==> src/rtl/fieldwr_pkg.sv <==
package fieldwr_pkg;

  typedef enum logic [2:0] {
    MODE_PLAIN = 3'd0,
    MODE_SET1  = 3'd1,
    MODE_CLR1  = 3'd2,
    MODE_TGL1  = 3'd3,
    MODE_SET0  = 3'd4,
    MODE_CLR0  = 3'd5,
    MODE_TGL0  = 3'd6
  } fieldMode_e;

  typedef struct packed {
    logic       load;
    fieldMode_e mode;
  } fieldCtl_t;

endpackage

==> src/rtl/fieldwrCtrl.sv <==
module fieldwrCtrl
  import fieldwr_pkg::*;
#(
  parameter int IDX_W      = 2,
  parameter int FIELD_SUBW = 2
) (
  input  logic             reqValid,
  input  logic             reqIsWrite,
  input  logic [IDX_W-1:0] reqSubword,
  input  logic [2:0]       modeSel,
  output fieldCtl_t        ctl
);

  localparam logic [IDX_W-1:0] OWN_SUBW = IDX_W'(FIELD_SUBW);

  logic subwordHit;
  assign subwordHit = (reqSubword == OWN_SUBW);

  // Code 7 has no behaviour of its own and falls back to the masked write.
  always_comb begin
    ctl.load = reqValid && reqIsWrite && subwordHit;
    case (modeSel)
      3'd1:    ctl.mode = MODE_SET1;
      3'd2:    ctl.mode = MODE_CLR1;
      3'd3:    ctl.mode = MODE_TGL1;
      3'd4:    ctl.mode = MODE_SET0;
      3'd5:    ctl.mode = MODE_CLR0;
      3'd6:    ctl.mode = MODE_TGL0;
      default: ctl.mode = MODE_PLAIN;
    endcase
  end

endmodule

==> src/rtl/fieldwrData.sv <==
module fieldwrData
  import fieldwr_pkg::*;
#(
  parameter int              BUS_W     = 16,
  parameter int              FIELD_W   = 8,
  parameter int              SLICE_LO  = 4,
  parameter bit              REVERSED  = 1'b0,
  parameter logic [FIELD_W-1:0] RESET_VAL = '0
) (
  input  logic               clk,
  input  logic               rstN,
  input  fieldCtl_t          ctl,
  input  logic [BUS_W-1:0]   wrData,
  input  logic [BUS_W-1:0]   wrBitEn,
  output logic [FIELD_W-1:0] fieldQ
);

  logic [FIELD_W-1:0] laneData, laneEn;
  logic [FIELD_W-1:0] sliceData, sliceEn;
  logic [FIELD_W-1:0] nextVal;

  assign laneData = wrData[SLICE_LO +: FIELD_W];
  assign laneEn   = wrBitEn[SLICE_LO +: FIELD_W];

  // Lanes outside the field are intentionally ignored.
  logic unusedLanes;
  assign unusedLanes = ^{wrData, wrBitEn};

  generate
    if (REVERSED) begin : genMirror
      for (genvar b = 0; b < FIELD_W; b++) begin : genBit
        assign sliceData[b] = laneData[FIELD_W-1-b];
        assign sliceEn[b]   = laneEn[FIELD_W-1-b];
      end
    end else begin : genStraight
      assign sliceData = laneData;
      assign sliceEn   = laneEn;
    end
  endgenerate

  always_comb begin
    case (ctl.mode)
      MODE_SET1: nextVal = fieldQ | (sliceData & sliceEn);
      MODE_CLR1: nextVal = fieldQ & ~(sliceData & sliceEn);
      MODE_TGL1: nextVal = fieldQ ^ (sliceData & sliceEn);
      MODE_SET0: nextVal = fieldQ | (~sliceData & sliceEn);
      MODE_CLR0: nextVal = fieldQ & (sliceData | ~sliceEn);
      MODE_TGL0: nextVal = fieldQ ^ (~sliceData & sliceEn);
      default:   nextVal = (fieldQ & ~sliceEn) | (sliceData & sliceEn);
    endcase
  end

  always_ff @(posedge clk or negedge rstN) begin
    if (!rstN)         fieldQ <= RESET_VAL;
    else if (ctl.load) fieldQ <= nextVal;
  end

  // no load from the control side means the stored field stays put.
  assert_hold_R4: assert property (@(posedge clk) disable iff (!rstN)
    !ctl.load |=> fieldQ == $past(fieldQ));

  // set modes never clear a bit.
  assert_no_clear_R5: assert property (@(posedge clk) disable iff (!rstN)
    (ctl.load && (ctl.mode == MODE_SET1 || ctl.mode == MODE_SET0))
      |=> (fieldQ & $past(fieldQ)) == $past(fieldQ));

  // clear modes never set a bit.
  assert_no_set_R6: assert property (@(posedge clk) disable iff (!rstN)
    (ctl.load && (ctl.mode == MODE_CLR1 || ctl.mode == MODE_CLR0))
      |=> (fieldQ | $past(fieldQ)) == $past(fieldQ));

  // toggle modes flip no more bits than are enabled.
  assert_toggle_bound_R7: assert property (@(posedge clk) disable iff (!rstN)
    (ctl.load && (ctl.mode == MODE_TGL1 || ctl.mode == MODE_TGL0))
      |=> $countones(fieldQ ^ $past(fieldQ)) <= $countones($past(sliceEn)));

  // a masked write with no enabled lane leaves the field unchanged.
  assert_masked_R2: assert property (@(posedge clk) disable iff (!rstN)
    (ctl.load && ctl.mode == MODE_PLAIN && sliceEn == '0)
      |=> fieldQ == $past(fieldQ));

endmodule

==> src/rtl/fieldWriteUnit.sv <==
module fieldWriteUnit
  import fieldwr_pkg::*;
#(
  parameter int BUS_W    = 16,
  parameter int REG_W    = 64,
  parameter int FIELD_LO = 36,
  parameter int FIELD_HI = 43,
  parameter bit REVERSED = 1'b0,
  parameter logic [FIELD_HI-FIELD_LO:0] RESET_VAL = 8'hA5,
  localparam int FIELD_W  = FIELD_HI - FIELD_LO + 1,
  localparam int SUBW_CNT = REG_W / BUS_W,
  localparam int IDX_W    = (SUBW_CNT > 1) ? $clog2(SUBW_CNT) : 1
) (
  input  logic               clk,
  input  logic               rstN,
  input  logic               reqValid,
  input  logic               reqIsWrite,
  input  logic [IDX_W-1:0]   reqSubword,
  input  logic [BUS_W-1:0]   wrData,
  input  logic [BUS_W-1:0]   wrBitEn,
  input  logic [2:0]         modeSel,
  output logic [FIELD_W-1:0] fieldValue,
  output logic               loadEn
);

  // The field sits wholly inside one subword.
  localparam int FIELD_SUBW = FIELD_LO / BUS_W;
  localparam int SLICE_LO   = FIELD_LO - FIELD_SUBW * BUS_W;

  fieldCtl_t ctl;

  fieldwrCtrl #(
    .IDX_W      (IDX_W),
    .FIELD_SUBW (FIELD_SUBW)
  ) uCtrl (
    .reqValid   (reqValid),
    .reqIsWrite (reqIsWrite),
    .reqSubword (reqSubword),
    .modeSel    (modeSel),
    .ctl        (ctl)
  );

  fieldwrData #(
    .BUS_W     (BUS_W),
    .FIELD_W   (FIELD_W),
    .SLICE_LO  (SLICE_LO),
    .REVERSED  (REVERSED),
    .RESET_VAL (RESET_VAL)
  ) uData (
    .clk     (clk),
    .rstN    (rstN),
    .ctl     (ctl),
    .wrData  (wrData),
    .wrBitEn (wrBitEn),
    .fieldQ  (fieldValue)
  );

  assign loadEn = ctl.load;

endmodule

==> config.mk <==
export PLATFORM = sky130hd
export DESIGN_NAME = fieldWriteUnit
export DESIGN_NICKNAME = d
export VERILOG_FILES = /design/src/rtl/fieldwr_pkg.sv /design/src/rtl/fieldwrCtrl.sv /design/src/rtl/fieldwrData.sv /design/src/rtl/fieldWriteUnit.sv
export SDC_FILE = /design/constraint.sdc
export NUM_CORES = 1
export LEC_CHECK = 0
export BUFFER_PORTS_ARGS = -buffer_cell sky130_fd_sc_hd__buf_2
export CORE_AREA = 2 2 53 67
export DETAILED_ROUTE_END_ITERATION = 12
export DIE_AREA = 0 0 55 69
export GPL_TIMING_DRIVEN = 0
export PLACE_DENSITY = 0.53
export SLEW_MARGIN = 0
export SYNTH_ARGS = -nofsm -noshare
export SYNTH_HDL_FRONTEND = slang
export SYNTH_SLANG_ARGS = --single-unit
==> constraint.sdc <==
create_clock -name clk -period 1.47 [get_ports clk]
set_input_delay 0.147 -clock clk [delete_from_list [all_inputs] [get_ports clk]]
set_output_delay 0.147 -clock clk [all_outputs]
set_load 0.1 [all_outputs]
# [Yosys cells after proc, flatten, opt, wreduce, memory -nomap -nowiden]
# Index checks and enable logic that the tools add are counted.
[word_totals] register_bits=8 latch_bits=0 ram_bits=0 romBits=0 output_inout_bits=9 memories=0
[op_classes] addsub=0 mul=0 n_div=0 order_cmp=0 eq_ne=13 n_shift=0 mux=2 bitwise_logic=14 reduce_logical=2
[ops] op="8-bit one-hot mux with 6 select lines" count=1
[ops] op="8-bit AND" count=5
[ops] op="8-bit bitwise OR" count=4
[ops] op="8-bit inverter" count=3
[ops] op="3-bit == test, second input constant" count=6
[ops] op="3-bit one-hot mux with 6 select lines" count=1
[ops] op="8-bit XOR" count=2
[ops] op="3-bit by 2-bit == test with 1-bit output, second input constant" count=4
[ops] op="3-bit by 1-bit == test with 1-bit output, second input constant" count=2
[ops] op="2-bit == test, second input constant" count=1
[ops] op="1-bit logical AND" count=2

# [Logic depth before layout (Yosys ltp)]
[depth] ltp_word=4 ltp_mapped=6 mapped_depth_nobuf=5

# [Modules after synthesis]
# Synthesis repeated with hierarchy kept, for this count alone.
[unflattened] cells_unflattened=108 hier_area_um2=928.4
[modules_own_cells] mod="fieldwrData" n_inst=1 cells_per_inst=104 area_per_inst_um2=895.9 seq_area_each_um2=205.2
[modules_own_cells] mod="fieldwrCtrl" n_inst=1 cells_per_inst=4 area_per_inst_um2=32.5 seq_area_each_um2=0.0

# [Worst setup path after synthesis]
# OpenSTA, ideal clock, no wires.
[synth_path] kind="register -> register" from="reg with a tool-made name" to="reg with a tool-made name" setup_time_ns=0.129 arrival_time_ns=1.573 required_time_ns=1.341 slack_ns=-0.231 path_stages_with_launch=5 synth_period_minus_slack_ns=1.701 path_cell_list="dfrtp_1 > nor2b_1 > nand4_1 > a21boi_0 > a2111o_1"

==> flow_metrics.py <==
metrics = {
    "power_and_ir_drop": {
        "share_comb_of_total_power": 0.380,
        "relative_contribution_of_the_clock_network_to_total_power": 0.316,
        "p_sw_uw": 343,
        "fin_total_pwr_uw": 885,
        "sequentialPowerShare": 0.305,
        "switching_share_of_total_power": 0.388,
        "leakage_power_summed_over_all_cells_nw": 0.470,
        "internal-power_uw": 542,
        "power.density_nw_per_um2": 736,
        "max-vdd-ir-drop_mv": 0.500,
    },
    "yosys": {
        "yosys_warnings": 0,
        "syn-instance-count": 123,
        "netlist.area_leader.share": 0.114,
        "syn_avg_cell_area_sq_um": 7.49,
        "yosys-top-cells-area": "dfstp_2 11%, dfrtp_1 11%, nand2_1 7.3%",
        "top_cell_type_by_total_area_after_synthesis": "dfstp_2",
        "ys_seq_area_frac": 0.223,
        "synthesis.area_sq_um": 921,
        "post_synthesis_register_bit_count": 8,
        "synth.lib_cells_used.distinct": 37,
        "synth_nets": 164,
    },
    "floorplanning": {
        "fp.dieArea_sq_um": 3800,
        "chipWidth_um": 55,
        "core-area_sq_um": 3170,
        "initial_utilization": 0.291,
        "die_h_um": 69,
        "placement_rows": 23,
        "pin_count": 50,
    },
    "clock_tree": {
        "cts.sink_count": 8,
        "clockRootBuffer": "clkbuf_8",
        "post_cts.repair.setup_buffers": 0,
        "cts_clk_pin_slew_worst_paths_ns": 0.04,
        "clk-insertion-delay-late_ns": 0.23,
        "cts_buf_count": 3,
        "htree_levels": 1,
        "cts_tree": "built",
        "ctsLongestPathBuffers": 2,
    },
    "timing": {
        "final.setup.tns_ns": 0,
        "setup_repair_after_global_routing_missed_its_margin": "false",
        "max_freq_mhz": 703,
        "hold_viol_final": 0,
        "max_slew_vio_count": 0,
        "timing.max_slew.rel_slack": 0.626,
        "post-route-min-period_ns": 1.42,
        "final_setup_violation_count": 0,
        "tightestPinTransition_ns": 0.559,
        "worst_clock_skew_ns": 0,
        "hold_ws_ns": 0.221,
        "share_of_the_clock_period_used_by_the_worst_path_after_layout": 0.967,
    },
    "worst_setup_path": {
        "crit_buf_inv": 1,
        "critical_path.top_delay_family": "flip-flops",
        "largest_fanout_on_the_critical_path": 4,
        "crit_path_end_kind": "output pin",
        "worstPathArrival_ns": 1.28,
        "worstPathRequired_ns": 1.32,
        "critical_path.max_stage_delay_ns": 0.62,
        "timing_worst_setup_path_type": "reg -> out",
        "crit_path_top_delay_cell": "dfstp_4",
        "worst_setup_path_start_kind": "flop",
        "cp_cell_sequence": "buf_2",
        "ff2ff_setup_slack_ns": 0.20,
    },
    "layout": {
        "mostFrequentLayoutCell": "buf_2",
        "areaGrowthSynthToFinish_pct": 30.7,
        "diodes": 0,
        "layout.cells.most_common_list": "37 x buf_2, 18 x nand2_1, 11 x o21ai_0, 10 x nor2_1, 6 x nand4_1",
        "utilization": 0.380,
        "drive_gt1_frac": 0.338,
        "finish.net_count": 202,
        "stdcell_area_sq_um": 1200,
    },
    "place": {
        "buffer_ports.inserted": 32,
        "dp_hpwl_um": 2260,
        "dp_area_sq_um": 1140,
        "gp_routability_congestion": 0.799,
    },
    "routing": {
        "ant_nets": 0,
        "detailroute.via_count": 1137,
        "ratio_of_routed_vias_to_standard_cells": 5.77,
        "drt_iter0_markers": 22,
        "avgRoutedWirePerCell_um": 15.3,
        "drt-total-wl_um": 3020,
        "firstDrtPassIters": 4,
        "drcViolationCount": 0,
    },
    "grt": {
        "first_global_vias": 1142,
        "grt_first_pass_wirelength_um": 4980,
        "global_route.overflow_total": 0,
        "grt_start_max_net_pins": 11,
        "global_route.usage.total": 0.173,
        "antenna_violations_before_repair": 0,
    },
    "run_status": {
        "status": "complete, no violations",
    },
    "flow_run": {
        "cap_viol_max_count": 0,
    },
    "min_path": {
        "holdCritPathClass": "in -> reg",
    },
}
## per-stage QoR
step / setup slack [ns] / cells
2_1_floorplan: 0.0295 / 123
3_3_place_gp: 0.0656 / 192
3_5_place_dp: 0.0615 / 192
4_1_cts: 0.0259 / 197
5_1_grt: 0.0112 / 197
6_report: 0.0480 / 197
## timing repair
| action | CTS | global route |
|---|---|---|
| endpoints found under the setup margin | 0 | 2 |
| hold buffers | 1 | 0 |
| gates resized for setup | 0 | 2 |
| endpoints found under the hold margin | 8 | 0 |
## cell usage after synthesis
cell	instances
nand2b_1	2
a21oi_1	1
nand2_1	18
clkbuf_1	1
o21a_1	2
inv_4	1
a21boi_0	5
a2111o_1	3
mux2_2	1
nand4b_4	1
o31ai_1	3
xor2_1	1
o21ai_1	1
nand4_1	6
or3_1	2
o2bb2ai_1	2
nor4b_1	2
and3_1	2
o41ai_1	3
nor3_1	4
o21ai_0	11
dfrtp_1	4
dfstp_2	4
nand3_1	5
a22oi_1	1
or3b_1	1
or2_1	1
buf_6	1
and2_1	3
mux2i_1	1
a32oi_1	5
a221oi_1	1
nor3b_1	2
a211o_1	2
nor2_1	10
buf_2	7
nor2b_1	3
## layer usage
layer / vias up / wire (um) / share of wire / track usage
li1: 548 / - / - / -
met1: 545 / 1290 / 0.43 / 0.207
met2: 38 / 1550 / 0.51 / 0.279
met3: 6 / 120 / 0.040 / 0.0281
met4: 0 / 56 / 0.019 / 0.0949
met5: - / 0 / 0 / 0
## power groups by stage
stage / clock network [mW] / logic [mW] / registers [mW]
after floorplan: 0 / 0.125 / 0.377
after global placement: 0 / 0.326 / 0.269
after detailed placement: 0 / 0.336 / 0.270
after CTS: 0.282 / 0.338 / 0.269
after global routing: 0.301 / 0.365 / 0.272
final: 0.279 / 0.336 / 0.270
## cell families after synthesis
group,after synthesis,synth area share
and+or+nand+nor,62,0.363
xor gates and xnor gates,1,0.00951
buffers and inverters,10,0.0611
DFF,8,0.223
muxes,2,0.0231
AOI/OAI and AO/OA,40,0.321
## final timing paths
check / endpoint / from / cells after the start
max: fieldValue[7] / flop / 1
min: flop / wrBitEn[7] / 3
max reg2reg: flop / flop / 4
min reg2reg: flop / flop / 2
max in group asynchronous: asynchronous set/reset pin / rstN / 2
min in group asynchronous: asynchronous set/reset pin / rstN / 2
## cell type report
| class | count | area, sq um |
|---|---|---|
| clock buffer | 4 | 45.0 |
| tap | 37 | 46.3 |
| sequential | 8 | 221 |
| multi-input combinational | 105 | 659 |
| inverter | 1 | 6.26 |
| buffer | 9 | 50.0 |
| fill | 355 | 1960 |
| timing repair buffer | 33 | 175 |
Note: power is estimated with default switching activity, not from simulation.
